### config.mk
export PLATFORM = sky130hd
export DESIGN_NAME = digit_serial_adder
export DESIGN_NICKNAME = d
export VERILOG_FILES = /design/src/rtl/dsa_pkg.sv /design/src/rtl/dsa_fa.sv /design/src/rtl/dsa_lane_chain.sv /design/src/rtl/dsa_slot_ctr.sv /design/src/rtl/digit_serial_adder.sv
export SDC_FILE = /design/constraint.sdc
export NUM_CORES = 1
export LEC_CHECK = 0
export BUFFER_PORTS_ARGS = -buffer_cell sky130_fd_sc_hd__buf_2
export CAP_MARGIN = 20
export CORE_AREA = 2 2 39 41
export CTS_CLUSTER_DIAMETER = 150
export DETAILED_ROUTE_END_ITERATION = 6
export DIE_AREA = 0 0 41 43
export GPL_TIMING_DRIVEN = 0
export PLACE_DENSITY_LB_ADDON = 0.25
export SLEW_MARGIN = 15
export SYNTH_ARGS = -nofsm -noshare
export SYNTH_HDL_FRONTEND = slang
export SYNTH_SLANG_ARGS = --single-unit
### constraint.sdc
create_clock -name clk -period 1.6 [get_ports clk]
set_input_delay 0.32 -clock clk [delete_from_list [all_inputs] [get_ports clk]]
set_output_delay 0.32 -clock clk [all_outputs]
set_load 0.05 [all_outputs]
### src/rtl/dsa_pkg.sv
package dsa_pkg;

   typedef struct packed {
      logic carry;
      logic sum;
   } fa_result_t;

   function automatic fa_result_t fa_eval(input logic x, input logic y, input logic c);
      fa_result_t r;
      r.sum   = x ^ y ^ c;
      r.carry = (x & y) | (c & (x ^ y));
      return r;
   endfunction

   function automatic int unsigned cnt_width(input int unsigned n);
      return (n > 1) ? $clog2(n) : 1;
   endfunction

endpackage

### src/rtl/dsa_fa.sv
module dsa_fa
   import dsa_pkg::*;
(
   input  logic x_i,
   input  logic y_i,
   input  logic c_i,
   output logic s_o,
   output logic c_o
);

   fa_result_t res;

   always_comb begin
      res = fa_eval(x_i, y_i, c_i);
   end

   assign s_o = res.sum;
   assign c_o = res.carry;

endmodule

### src/rtl/dsa_lane_chain.sv
module dsa_lane_chain #(
   parameter int unsigned LANES = 2
) (
   input  logic [LANES-1:0] x_i,
   input  logic [LANES-1:0] y_i,
   input  logic             cin_i,
   output logic [LANES-1:0] sum_o,
   output logic             cout_o
);

   initial begin
      assert (LANES >= 1) else $error("dsa_lane_chain: LANES must be at least 1");
   end

   logic [LANES:0] rip;

   assign rip[0] = cin_i;

   for (genvar g = 0; g < LANES; g++) begin : g_lane
      dsa_fa u_fa (
         .x_i (x_i[g]),
         .y_i (y_i[g]),
         .c_i (rip[g]),
         .s_o (sum_o[g]),
         .c_o (rip[g+1])
      );
   end

   assign cout_o = rip[LANES];

endmodule

### src/rtl/dsa_slot_ctr.sv
module dsa_slot_ctr
   import dsa_pkg::*;
#(
   parameter int unsigned DPW = 2
) (
   input  logic clk,
   input  logic rst,
   input  logic adv_i,
   output logic first_o
);

   localparam int unsigned SW = cnt_width(DPW);
   localparam logic [SW-1:0] LAST = SW'(DPW - 1);

   initial begin
      assert (DPW >= 2) else $error("dsa_slot_ctr: a word needs at least two digits");
   end

   logic [SW-1:0] slot_q;

   always_ff @(posedge clk) begin
      if (rst) begin
         slot_q <= '0;
      end else if (adv_i) begin
         slot_q <= (slot_q == LAST) ? '0 : slot_q + 1'b1;
      end
   end

   assign first_o = (slot_q == '0);

   assert_slot_hold_R6: assert property (@(posedge clk) disable iff (rst)
      !adv_i |=> $stable(slot_q));

   assert_slot_wrap_R4: assert property (@(posedge clk) disable iff (rst)
      (adv_i && slot_q == LAST) |=> first_o);

endmodule

### src/rtl/digit_serial_adder.sv
module digit_serial_adder #(
   parameter int unsigned WORD_W  = 4,
   parameter int unsigned DIGIT_W = 2
) (
   input  logic               clk,
   input  logic               rst,
   input  logic               in_valid,
   input  logic [DIGIT_W-1:0] a_dig,
   input  logic [DIGIT_W-1:0] b_dig,
   output logic [DIGIT_W-1:0] sum_dig,
   output logic               sum_valid
);

   localparam int unsigned DPW = WORD_W / DIGIT_W;

   initial begin
      assert (DIGIT_W >= 1) else $error("digit_serial_adder: DIGIT_W must be positive");
      assert (WORD_W % DIGIT_W == 0) else $error("digit_serial_adder: WORD_W must be a multiple of DIGIT_W");
      assert (DPW >= 2) else $error("digit_serial_adder: WORD_W must span at least two digits");
   end

   logic               first_digit;
   logic               carry_q;
   logic               lane0_cin;
   logic [DIGIT_W-1:0] sum_c;
   logic               top_cout;

   dsa_slot_ctr #(.DPW(DPW)) u_ctr (
      .clk     (clk),
      .rst     (rst),
      .adv_i   (in_valid),
      .first_o (first_digit)
   );

   // Word boundary: the carry into lane 0 is forced low on the first digit.
   assign lane0_cin = first_digit ? 1'b0 : carry_q;

   dsa_lane_chain #(.LANES(DIGIT_W)) u_chain (
      .x_i    (a_dig),
      .y_i    (b_dig),
      .cin_i  (lane0_cin),
      .sum_o  (sum_c),
      .cout_o (top_cout)
   );

   // The only delay in the carry loop: top lane back to lane 0.
   always_ff @(posedge clk) begin
      if (rst) begin
         carry_q   <= 1'b0;
         sum_dig   <= '0;
         sum_valid <= 1'b0;
      end else begin
         sum_valid <= in_valid;
         if (in_valid) begin
            carry_q <= top_cout;
            sum_dig <= sum_c;
         end
      end
   end

   assert_reset_clear_R1: assert property (@(posedge clk)
      rst |=> (!sum_valid && sum_dig == '0));

   assert_valid_follow_R2: assert property (@(posedge clk) disable iff (rst)
      in_valid |=> sum_valid);

   assert_valid_idle_R2: assert property (@(posedge clk) disable iff (rst)
      !in_valid |=> !sum_valid);

   assert_first_digit_R4: assert property (@(posedge clk) disable iff (rst)
      (in_valid && first_digit) |=> sum_dig == DIGIT_W'($past(a_dig) + $past(b_dig)));

   assert_carry_digit_R5: assert property (@(posedge clk) disable iff (rst)
      (in_valid && !first_digit) |=>
         sum_dig == DIGIT_W'($past(a_dig) + $past(b_dig) + DIGIT_W'($past(carry_q))));

   assert_idle_hold_R6: assert property (@(posedge clk) disable iff (rst)
      !in_valid |=> ($stable(sum_dig) && $stable(carry_q)));

endmodule

=== Word-level counts from Yosys, hierarchy flattened ===
Cells that the tools add are included.
Widths: inputs -> output; s select.

* Divide/modulo/power cells: 0
* $mul: 0
* Add/sub/neg operators: 1
* Shift operators: 0
* Equal/unequal tests: 0
* Multiplexer cells: 2
* Magnitude comparators: 0
* Reduce and logical (&&, ||, !) cells: 0
* Bitwise logic cells: 10

{| class="wikitable"
|+ Operator list
! operator !! count
|-
| $and 1x1->1 || 4
|-
| $xor 1x1->1 || 4
|-
| $mux 1 || 2
|-
| $or 1x1->1 || 2
|-
| $add 1x1->1 const B || 1
|}

* Output and inout port bits: 3
* Input port bits: 7
* Memories: 0
* Memory bits (read-only): 0
* Logic and storage cells: 17
* Register bits after elaboration: 5
* Memory bits (writable): 0
* Bits in latches: 0

=== Depth between registers and ports, before layout ===
Gate-level depths: netlist (run 1).

* Depth in word-level cells: 5
* Gate-level depth with buffers: 5

=== Cells and area by module ===
A second synthesis (run 1) with hierarchy kept.

* Cells, all modules: 18
* Area total of the unflattened synthesis: 210.2 sq um

{| class="wikitable"
|+ Modules (own cells, without submodules)
! module !! area an instance (sq um) !! instances !! cells an instance
|-
| digit_serial_adder || 133.9 || 1 || 12
|-
| dsa_fa || 20.0 || 2 || 1
|-
| dsa_slot_ctr || 36.3 || 1 || 4
|}

=== Least setup slack after synthesis (run 1) ===
OpenSTA, ideal clock, no wires.

* Kind: register to register
* Start point: reg carry_q
* End point: reg sum_dig[1]
* Arrival time: 1.447 ns
* Setup time: 0.086 ns
* Data required time: 1.514 ns
* Stages on the path, launching flop included: 6
* Path slack: 0.067 ns
* Cell sequence: dfxtp_1 -> and2_1 -> fa_1 -> inv_1 -> fa_1 -> a211oi_1

* Word-level cells in the longest chain between the ends: 4

{| class="wikitable"
|+ Ends and longest elaborated chain
! element !! line !! text
|-
| from (decl) || digit_serial_adder.sv:23 || <nowiki>logic carry_q;</nowiki>
|-
| from (signal assigned) || digit_serial_adder.sv:55 || <nowiki>carry_q <= top_cout;</nowiki>
|-
| $mux 1 || digit_serial_adder.sv:36 || <nowiki>assign lane0_cin = first_digit ? 1'b0 : carry_q;</nowiki>
|-
| $and 1x1->1 || dsa_pkg.sv:11 || <nowiki>r.carry = (x & y) | (c & (x ^ y));</nowiki>
|-
| $or 1x1->1 || dsa_pkg.sv:11 ||
|-
| $xor 1x1->1 || dsa_pkg.sv:10 || <nowiki>r.sum = x ^ y ^ c;</nowiki>
|-
| to (signal assigned) || digit_serial_adder.sv:56 || <nowiki>sum_dig <= sum_c;</nowiki>
|-
| to (decl) || digit_serial_adder.sv:10 || <nowiki>output logic [DIGIT_W-1:0] sum_dig,</nowiki>
|}

Every way passes these cells.
A chain may end at the register's enable or synchronous reset.

=== Worst setup path in the final report (run 1) ===
Ends and elaborated chain as after synthesis.

==> impl_metrics.env, run 1 <==
export IMPL_critPathLaunchType="register"
export IMPL_yosys_register_bits=5
export IMPL_vias=175
export IMPL_syn_instance_count=21
export IMPL_drc=0
export IMPL_grt_max_degree=8
export IMPL_via_per_inst=3.57
export IMPL_irDropWorstVdd_uv=449
export IMPL_post_cts_buffers=0
export IMPL_finClkSkew_ps=1.94
export IMPL_drt_first_iter_violations=2
export IMPL_post_route_cell_area_um2=318
export IMPL_finalHoldViolCount=0
export IMPL_antenna_found_initial=0
export IMPL_die_w_um=41
export IMPL_yosysWarnings=0
export IMPL_grt_ovfl_total=0
export IMPL_drv_slew=0
export IMPL_syn_to_final_growth_pct=41.9
export IMPL_fmax_mhz=660
export IMPL_crit_fanout=2
export IMPL_p_leak_uw=0.000148
export IMPL_crit_path_max_incr_delay_ps=420
export IMPL_synth_sequential_area_ratio_pct=44.7
export IMPL_drv_cap=0
export IMPL_clock_sinks=5
export IMPL_place_area_um2=284
export IMPL_insertion_delay_ps=250
export IMPL_clockBufferDepth=2
export IMPL_cp_required_ps=1770
export IMPL_cts_htree_levels=1
export IMPL_period_share_pct=94.7
export IMPL_drive_gt1_share_pct=42.4
export IMPL_place_detailed_hpwl_um=309
export IMPL_pin_count=10
export IMPL_rows=14
export IMPL_tightest_slew_ps=249
export IMPL_slowest_stage="fa_1"
export IMPL_fin_total_pwr_uw=358
export IMPL_cp_data_arrival_time_ps=1690
export IMPL_crit_path_end_kind="register"
export IMPL_grt_usage_pct=6.93
export IMPL_setup_viol=0
export IMPL_io_buffers=8
export IMPL_root_buffer="clkbuf_4"
export IMPL_cts_buffers=3
export IMPL_cts_tree="done"
export IMPL_coreArea_um2=1380
export IMPL_gp_congestion=0.731
export IMPL_hold_ws_ps=284
export IMPL_postRouteAntennaNets=0
export IMPL_place_ws_ps=-52.0
export IMPL_grt_setup_unrepaired="false"
export IMPL_avgSynthCellArea_um2=10.7
export IMPL_synthesis_area_um2=224
export IMPL_final_nets=43
export IMPL_n_antenna_cell=0
export IMPL_first_global_vias=177
export IMPL_die_h_um=43
export IMPL_grt_pass1_wl_um=710
export IMPL_period_needed_ps=1510
export IMPL_crit_chain="and2_1, fa_2, inv_1, fa_1, a211oi_2"
export IMPL_postCtsHoldBufs=0
export IMPL_setup_slack_ps=85.1
export IMPL_hold_class="input port to register"
export IMPL_status="complete, no violations"
export IMPL_slew_headroom_pct=83.5
export IMPL_finalWirelength_um=422
export IMPL_synth_nets=30
export IMPL_clkTransAtPathRegs_ps=50
export IMPL_wire_per_inst_um=8.61
export IMPL_synth_cell_type_count=10
export IMPL_dr_pass1_iters=2
export IMPL_p_per_area_nw_per_um2=1130
export IMPL_die_area_um2=1760
export IMPL_crit_type="register to register"
export IMPL_start_util_pct=16.2
## metal layers
| layer | track usage, % | vias up | wire length [um] |
|---|---|---|---|
| met2 | 7.50 | 10 | 177 |
| li1 | - | 87 | - |
| met3 | 9.42 | 2 | 66 |
| met5 | 0 | - | 0 |
| met1 | 6.77 | 76 | 170 |
| met4 | 4.00 | 0 | 7 |
## metrics by stage
| stage | util (%) | TNS [ps] | std cells |
|---|---|---|---|
| finish | 23.0 | 0 | 49 |
| detailed placement | 20.5 | -52.0 | 45 |
| global route | 23.0 | 0 | 49 |
| global placement | 20.5 | -35.5 | 45 |
| CTS | 22.4 | 0 | 49 |
| floorplan | - | 0 | 21 |
## repair_timing
action | CTS | global route
endpoints found under the hold margin | 0 | 0
pin swaps | 1 | 0
resized for setup | 0 | 2
setup endpoints to repair | 1 | 1
## Yosys cell counts
cell	n	share of area [%]
dfxtp_1	5	45
nor2_1	4	6.7
buf_6	1	5.0
inv_1	3	5.0
xnor2_1	1	3.9
fa_1	2	18
mux2i_1	1	4.5
a211oi_1	2	6.7
nor2b_1	1	2.8
and2_1	1	2.8
## cells by family (layout without fill, tap and decap cells)
family	count (synthesis)	in the layout	share of synthesized area, %
flops	5	5	44.7
fa+ha+maj	2	2	17.9
mux	1	1	4.47
compound gates	2	2	6.70
xor+xnor	1	1	3.91
simple gates	6	6	12.3
buf+inv	4	16	10.1
## cell usage in the layout (no fill, tap or decap)
cell type and count:
a211oi_1 1, a211oi_2 1, and2_1 1, buf_2 8, buf_6 1, clkbuf_1 1, clkbuf_4 3, dfxtp_1 5
fa_1 1, fa_2 1, inv_1 3, mux2i_1 1, nor2_1 4, nor2b_1 1, xnor2_1 1
## layout make-up
| cell class | instances | area [um2] |
|---|---|---|
| plain buffers | 1 | 11.3 |
| clock buffers | 4 | 26.3 |
| well taps | 16 | 20.0 |
| fillers | 154 | 1070 |
| multi-input cells | 12 | 109 |
| inverters | 3 | 11.3 |
| flip-flops and latches | 5 | 100 |
| repair buffers | 8 | 40.0 |
## final timing paths
kind,cells after the start,slack (ps),startpoint,end
max,5,90,carry_q,sum_dig[1]
min,2,280,in_valid,sum_dig[1]
max reg2reg,5,90,carry_q,sum_dig[1]
min reg2reg,2,480,carry_q,carry_q
## worst max-delay path, delay by kind of cell (launching register included)
kind	cells	cell delay [ps]
adder cells (fa/ha/maj)	2	740
buffers and inverters	1	70
AO/OA/AOI/OAI	1	170
flip-flops	1	300
AND/OR/NAND/NOR	1	160
## registers in the layout, summed over array words and instances, names as in the netlist
register and count:
u_ctr.slot_q 1, carry_q 1, sum_dig 2, sum_valid 1
## where the power goes
part           switching [uW]  internal (uW)
Combinational            41.2           25.6
Clock                    56.4           94.6
Sequential               4.61            136
Power figures use the tool's default switching activity.
==> run 2, diff against run 1 <==
--- a/config.mk
+++ b/config.mk
@@ -7,6 +7,8 @@
 export LEC_CHECK = 0
 export BUFFER_PORTS_ARGS = -buffer_cell sky130_fd_sc_hd__buf_2
 export CAP_MARGIN = 20
+export CELL_PAD_IN_SITES_DETAIL_PLACEMENT = 1
+export CELL_PAD_IN_SITES_GLOBAL_PLACEMENT = 1
 export CORE_AREA = 2 2 39 41
 export CTS_CLUSTER_DIAMETER = 150
 export DETAILED_ROUTE_END_ITERATION = 6
==> run 2 against run 1 <==
Against the previous run: sequential share of layout area did not move; clock skew rose by 1.9 ps; die area is the same; largest cell class unchanged; highest routed layer unchanged.
==> impl_metrics.env, run 2 (same netlist as run 1, synthesis figures left out) <==
export IMPL_cts_tree="done"
export IMPL_tightest_slew_ps=248
export IMPL_io_buffers=8
export IMPL_crit_type="register to register"
export IMPL_pin_count=10
export IMPL_clkTransAtPathRegs_ps=50
export IMPL_fin_setup_tns_ps=0
export IMPL_post_cts_buffers=0
export IMPL_setup_slack_ps=66.4
export IMPL_root_buffer="clkbuf_4"
export IMPL_drive_gt1_share_pct=45.5
export IMPL_clock_sinks=5
export IMPL_cp_data_arrival_time_ps=1700
export IMPL_crit_path_end_kind="register"
export IMPL_cp_required_ps=1760
export IMPL_slowest_stage="fa_1"
export IMPL_irDropWorstVdd_uv=256
export IMPL_vias=184
export IMPL_min_from="in_valid"
export IMPL_place_detailed_hpwl_um=341
export IMPL_coreArea_um2=1380
export IMPL_finalNonFillerCells=49
export IMPL_fmax_mhz=652
export IMPL_n_antenna_cell=0
export IMPL_rr_endpoint="sum_dig[1]"
export IMPL_status="complete, no violations"
export IMPL_start_util_pct=16.2
export IMPL_die_h_um=43
export IMPL_period_share_pct=95.8
export IMPL_layout_commonest_cell="buf_2"
export IMPL_setup_viol=0
export IMPL_final_nets=43
export IMPL_largest_reg_flops=2
export IMPL_die_w_um=41
export IMPL_rows=14
export IMPL_place_ws_ps=-59.6
export IMPL_regMostFlops="sum_dig"
export IMPL_p_per_area_nw_per_um2=1120
export IMPL_finClkSkew_ps=3.82
export IMPL_finalWirelength_um=430
export IMPL_fin_total_pwr_uw=356
export IMPL_dr_pass1_iters=3
export IMPL_wire_per_inst_um=8.78
export IMPL_drv_cap=0
export IMPL_rr_startpoint="carry_q"
export IMPL_clockBufferDepth=2
export IMPL_rrSetupSlack_ps=70
export IMPL_syn_to_final_growth_pct=41.9
export IMPL_dp_cells=45
export IMPL_grt_max_degree=8
export IMPL_grt_ovfl_total=0
export IMPL_reg2reg_depth=5
export IMPL_cts_buffers=3
export IMPL_crit_fanout=2
export IMPL_drv_slew=0
export IMPL_drt_first_iter_violations=2
export IMPL_finalHoldViolCount=0
export IMPL_holdPathEnd="sum_dig[1]"
export IMPL_antenna_found_initial=0
export IMPL_grt_setup_unrepaired="false"
export IMPL_drc=0
export IMPL_slew_headroom_pct=83.6
export IMPL_die_area_um2=1760
export IMPL_gp_congestion=0.634
export IMPL_p_leak_uw=0.000147
export IMPL_hold_depth=2
export IMPL_cts_htree_levels=1
export IMPL_postRouteAntennaNets=0
export IMPL_layout_common_cells="buf_2 (8), dfxtp_1 (5), nor2_1 (4), clkbuf_4 (3), inv_1 (2)"
export IMPL_grt_pass1_wl_um=648
export IMPL_insertion_delay_ps=240
export IMPL_hold_class="input port to register"
export IMPL_period_needed_ps=1530
export IMPL_grt_usage_pct=6.25
export IMPL_crit_path_max_incr_delay_ps=410
export IMPL_critPathLaunchType="register"
export IMPL_crit_chain="and2_1, fa_2, inv_2, fa_1, a211oi_2"
export IMPL_first_global_vias=175
export IMPL_via_per_inst=3.76
[run 2: how the worst max path moves through the flow]
stage / start / end / slack, ps / depth (start not counted)
2_1_floorplan: carry_q / sum_dig[1] / 70 / 5
3_3_place_gp: a_dig[0] / sum_dig[1] / -50 / 5
3_5_place_dp: a_dig[0] / sum_dig[1] / -60 / 5
4_1_cts: carry_q / sum_dig[1] / 30 / 5
5_1_grt: carry_q / sum_dig[1] / 10 / 5
6_report: carry_q / sum_dig[1] / 70 / 5
[run 2: what timing repair did]
| action | CTS | global route |
|---|---|---|
| pin swaps | 2 | 1 |
| endpoints found under the setup margin | 1 | 1 |
| endpoints found under the hold margin | 0 | 0 |
| gates resized for setup | 3 | 0 |
| hold buffers | 0 | 0 |
[run 2: per-stage QoR]
| step | utilization, % | cell area [um2] | hold slack, ps |
|---|---|---|---|
| 4_1_cts | 23.0 | 318 | 285 |
| 2_1_floorplan | - | 224 | 392 |
| 3_5_place_dp | 20.5 | 284 | 481 |
| 3_3_place_gp | 20.5 | 284 | 476 |
| 5_1_grt | 23.0 | 318 | 294 |
| 6_report | 23.0 | 318 | 297 |
[run 2: power breakdown]
part | switching [uW] | internal [uW] | leakage [uW] | total (uW)
combinational | 41.9 | 25.9 | 0.0000908 | 67.8
sequential | 4.82 | 136 | 0.0000416 | 140
clock | 53.3 | 94.4 | 0.0000150 | 148
[run 2: metal layers]
metal	track usage [%]	vias to the layer above	part of all wire, %
met1	5.54	87	36
met3	1.57	2	8.6
met4	10.0	0	2.8
li1	-	88	-
met2	8.44	7	52
met5	0	-	0
[run 2: area by class of cell]
cell class | count | area, um2
fill | 175 | 1070
clock buffer | 4 | 26.3
timing repair buffer | 8 | 40.0
multi-input combinational | 12 | 109
buffer | 1 | 11.3
inverter | 3 | 11.3
tap | 16 | 20.0
sequential | 5 | 100
[run 2: critical path, delay by kind of cell, from the launching register on]
| kind | cells | cell delay, ps |
|---|---|---|
| flip-flops | 1 | 310 |
| AO/OA/AOI/OAI | 1 | 170 |
| AND/OR/NAND/NOR | 1 | 160 |
| adder cells (fa/ha/maj) | 2 | 740 |
| buffers and inverters | 1 | 60 |
==> run 3, diff against run 2 <==
--- a/config.mk
+++ b/config.mk
@@ -15,7 +15,9 @@
 export DIE_AREA = 0 0 41 43
 export GPL_TIMING_DRIVEN = 0
 export PLACE_DENSITY_LB_ADDON = 0.25
+export SETUP_SLACK_MARGIN = 0.05
 export SLEW_MARGIN = 15
 export SYNTH_ARGS = -nofsm -noshare
 export SYNTH_HDL_FRONTEND = slang
+export SYNTH_HIERARCHICAL = 1
 export SYNTH_SLANG_ARGS = --single-unit
==> run 3 against run 2 <==
Against the previous run: non-clock buffer count stayed put; largest power group unchanged; clock-buffer cell count stayed put; fmax is 1.5% higher; critical path type unchanged.
==> impl_metrics.env, run 3 <==
export IMPL_status="complete, no violations"
export IMPL_start_util_pct=15.2
export IMPL_drv_slew=0
export IMPL_cp_top_family="adder cells"
export IMPL_vias=169
export IMPL_synthTopCellsByArea="dfxtp_1 (48%), fa_1 (19%), mux2i_1 (14%), nor2_1 (7.1%), nor2b_1 (6.0%)"
export IMPL_rows=14
export IMPL_gp_congestion=0.703
export IMPL_regMostFlops="sum_dig"
export IMPL_rrSetupSlack_ps=90
export IMPL_rr_endpoint="sum_dig[1]"
export IMPL_drv_cap=0
export IMPL_synth_nets=27
export IMPL_irDropWorstVdd_uv=392
export IMPL_cts_tree="done"
export IMPL_cts_htree_levels=1
export IMPL_holdPathEnd="u_ctr/slot_q"
export IMPL_setup_slack_ps=89.7
export IMPL_finalHoldViolCount=0
export IMPL_wire_per_inst_um=8.53
export IMPL_coreArea_um2=1380
export IMPL_tightest_slew_ps=247
export IMPL_slowest_stage="fa_1"
export IMPL_n_antenna_cell=0
export IMPL_p_per_area_nw_per_um2=1140
export IMPL_die_h_um=43
export IMPL_cp_num_buf_inv=0
export IMPL_hold_ws_ps=307
export IMPL_fmax_mhz=662
export IMPL_avgSynthCellArea_um2=11.7
export IMPL_post_cts_buffers=0
export IMPL_antenna_found_initial=0
export IMPL_final_nets=41
export IMPL_grt_pass1_wl_um=655
export IMPL_synth_sequential_area_ratio_pct=47.6
export IMPL_slew_headroom_pct=83.7
export IMPL_yosysWarnings=6
export IMPL_cp_required_ps=1730
export IMPL_first_global_vias=176
export IMPL_setup_viol=0
export IMPL_hold_depth=2
export IMPL_clkTransAtPathRegs_ps=40
export IMPL_clock_sinks=5
export IMPL_async_flop_share_pct=0
export IMPL_crit_type="register to register"
export IMPL_crit_path_max_incr_delay_ps=440
export IMPL_cp_data_arrival_time_ps=1640
export IMPL_io_buffers=9
export IMPL_critPathLaunchType="register"
export IMPL_synth_edf_count=0
export IMPL_pin_count=10
export IMPL_post_cts_resized=1
export IMPL_yosys_cell_count_top_type="dfxtp_1"
export IMPL_synth_cell_type_count=7
export IMPL_die_area_um2=1760
export IMPL_grt_setup_unrepaired="true"
export IMPL_crit_chain="nor2b_1, fa_2, fa_1, mux2i_1, nor2_1"
export IMPL_yosysTopAreaCellShare_pct=47.6
export IMPL_syn_instance_count=18
export IMPL_synthTopCellsByCount="dfxtp_1 (5), nor2_1 (4), mux2i_1 (3)"
export IMPL_layout_common_cells="buf_2 (9), dfxtp_1 (5), nor2_1 (4), mux2i_1 (3), clkbuf_4 (3)"
export IMPL_die_w_um=41
export IMPL_synthesis_area_um2=210
export IMPL_p_leak_uw=0.000143
export IMPL_period_needed_ps=1510
export IMPL_reg2reg_depth=5
export IMPL_clockBufferDepth=2
export IMPL_place_area_um2=275
export IMPL_yosys_register_bits=5
export IMPL_drc=0
export IMPL_grt_usage_pct=6.24
export IMPL_syn_to_final_growth_pct=44.6
export IMPL_finClkSkew_ps=2.02
export IMPL_hold_class="input port to register"
export IMPL_crit_path_end_kind="register"
export IMPL_layout_commonest_cell="buf_2"
export IMPL_finalWirelength_um=401
export IMPL_grt_ovfl_total=0
export IMPL_post_route_cell_area_um2=304
export IMPL_largest_reg_flops=2
export IMPL_crit_fanout=2
export IMPL_via_per_inst=3.60
export IMPL_grt_max_degree=6
export IMPL_rr_startpoint="carry_q"
export IMPL_min_from="rst"
export IMPL_postCtsHoldBufs=0
export IMPL_place_ws_ps=-14.1
export IMPL_period_share_pct=94.4
export IMPL_cts_buffers=3
export IMPL_dr_pass1_iters=1
export IMPL_drt_first_iter_violations=0
export IMPL_drive_gt1_share_pct=41.9
export IMPL_fin_total_pwr_uw=345
export IMPL_root_buffer="clkbuf_4"
export IMPL_synth_main_ff_cell="dfxtp_1"
export IMPL_fillers=177
export IMPL_synth_area_leader_cell="dfxtp_1"
export IMPL_postRouteAntennaNets=0
export IMPL_insertion_delay_ps=240
-- run 3: cell type report --
type | instances | area (um2) | share of cell area, %
multi-input cells | 12 | 109 | 35.8
flip-flops and latches | 5 | 100 | 32.9
repair buffers | 9 | 45.0 | 14.8
clock buffers | 4 | 26.3 | 8.64
well taps | 16 | 20.0 | 6.58
inverters | 1 | 3.75 | 1.23
-- run 3: cells by family (layout without fill, tap and decap cells) --
| kind of cell | Yosys count | count (layout) | share of synthesized area (%) |
|---|---|---|---|
| AND/OR/NAND/NOR | 6 | 6 | 13.1 |
| multiplexers | 3 | 3 | 14.3 |
| adder cells (fa/ha/maj) | 2 | 2 | 19.0 |
| flip-flops | 5 | 5 | 47.6 |
| XOR/XNOR | 1 | 1 | 4.17 |
| buffers and inverters | 1 | 14 | 1.78 |
-- run 3: through the flow --
stage               setup TNS (ps)  utilization (%)  instances
floorplan                        0                -         18
global placement             -13.9             19.9         43
detailed placement           -14.1             19.9         43
CTS                              0             22.0         47
global route                     0             22.0         47
finish                           0             22.0         47
-- run 3: worst max path at each step --
stage | start | to | slack, ps | cells past startpoint
floorplan | carry_q | sum_dig[1] | 110 | 5
global placement | a_dig[0] | sum_dig[1] | -10 | 5
detailed placement | a_dig[0] | sum_dig[1] | -10 | 5
CTS | carry_q | sum_dig[1] | 70 | 5
global route | carry_q | sum_dig[1] | 30 | 5
finish | carry_q | sum_dig[1] | 90 | 5
-- run 3: per-layer routing --
layer	global-route usage, %	vias up	routed length (um)
li1	-	82	-
met1	5.50	79	161
met2	8.44	8	190
met3	7.85	0	49
met4	2.00	0	0
met5	0	-	0
-- run 3: power breakdown --
| part | switching, uW | total, uW | internal (uW) |
|---|---|---|---|
| Combinational | 39.5 | 63.0 | 23.5 |
| Clock | 47.9 | 142 | 94.0 |
| Sequential | 4.98 | 140 | 135 |
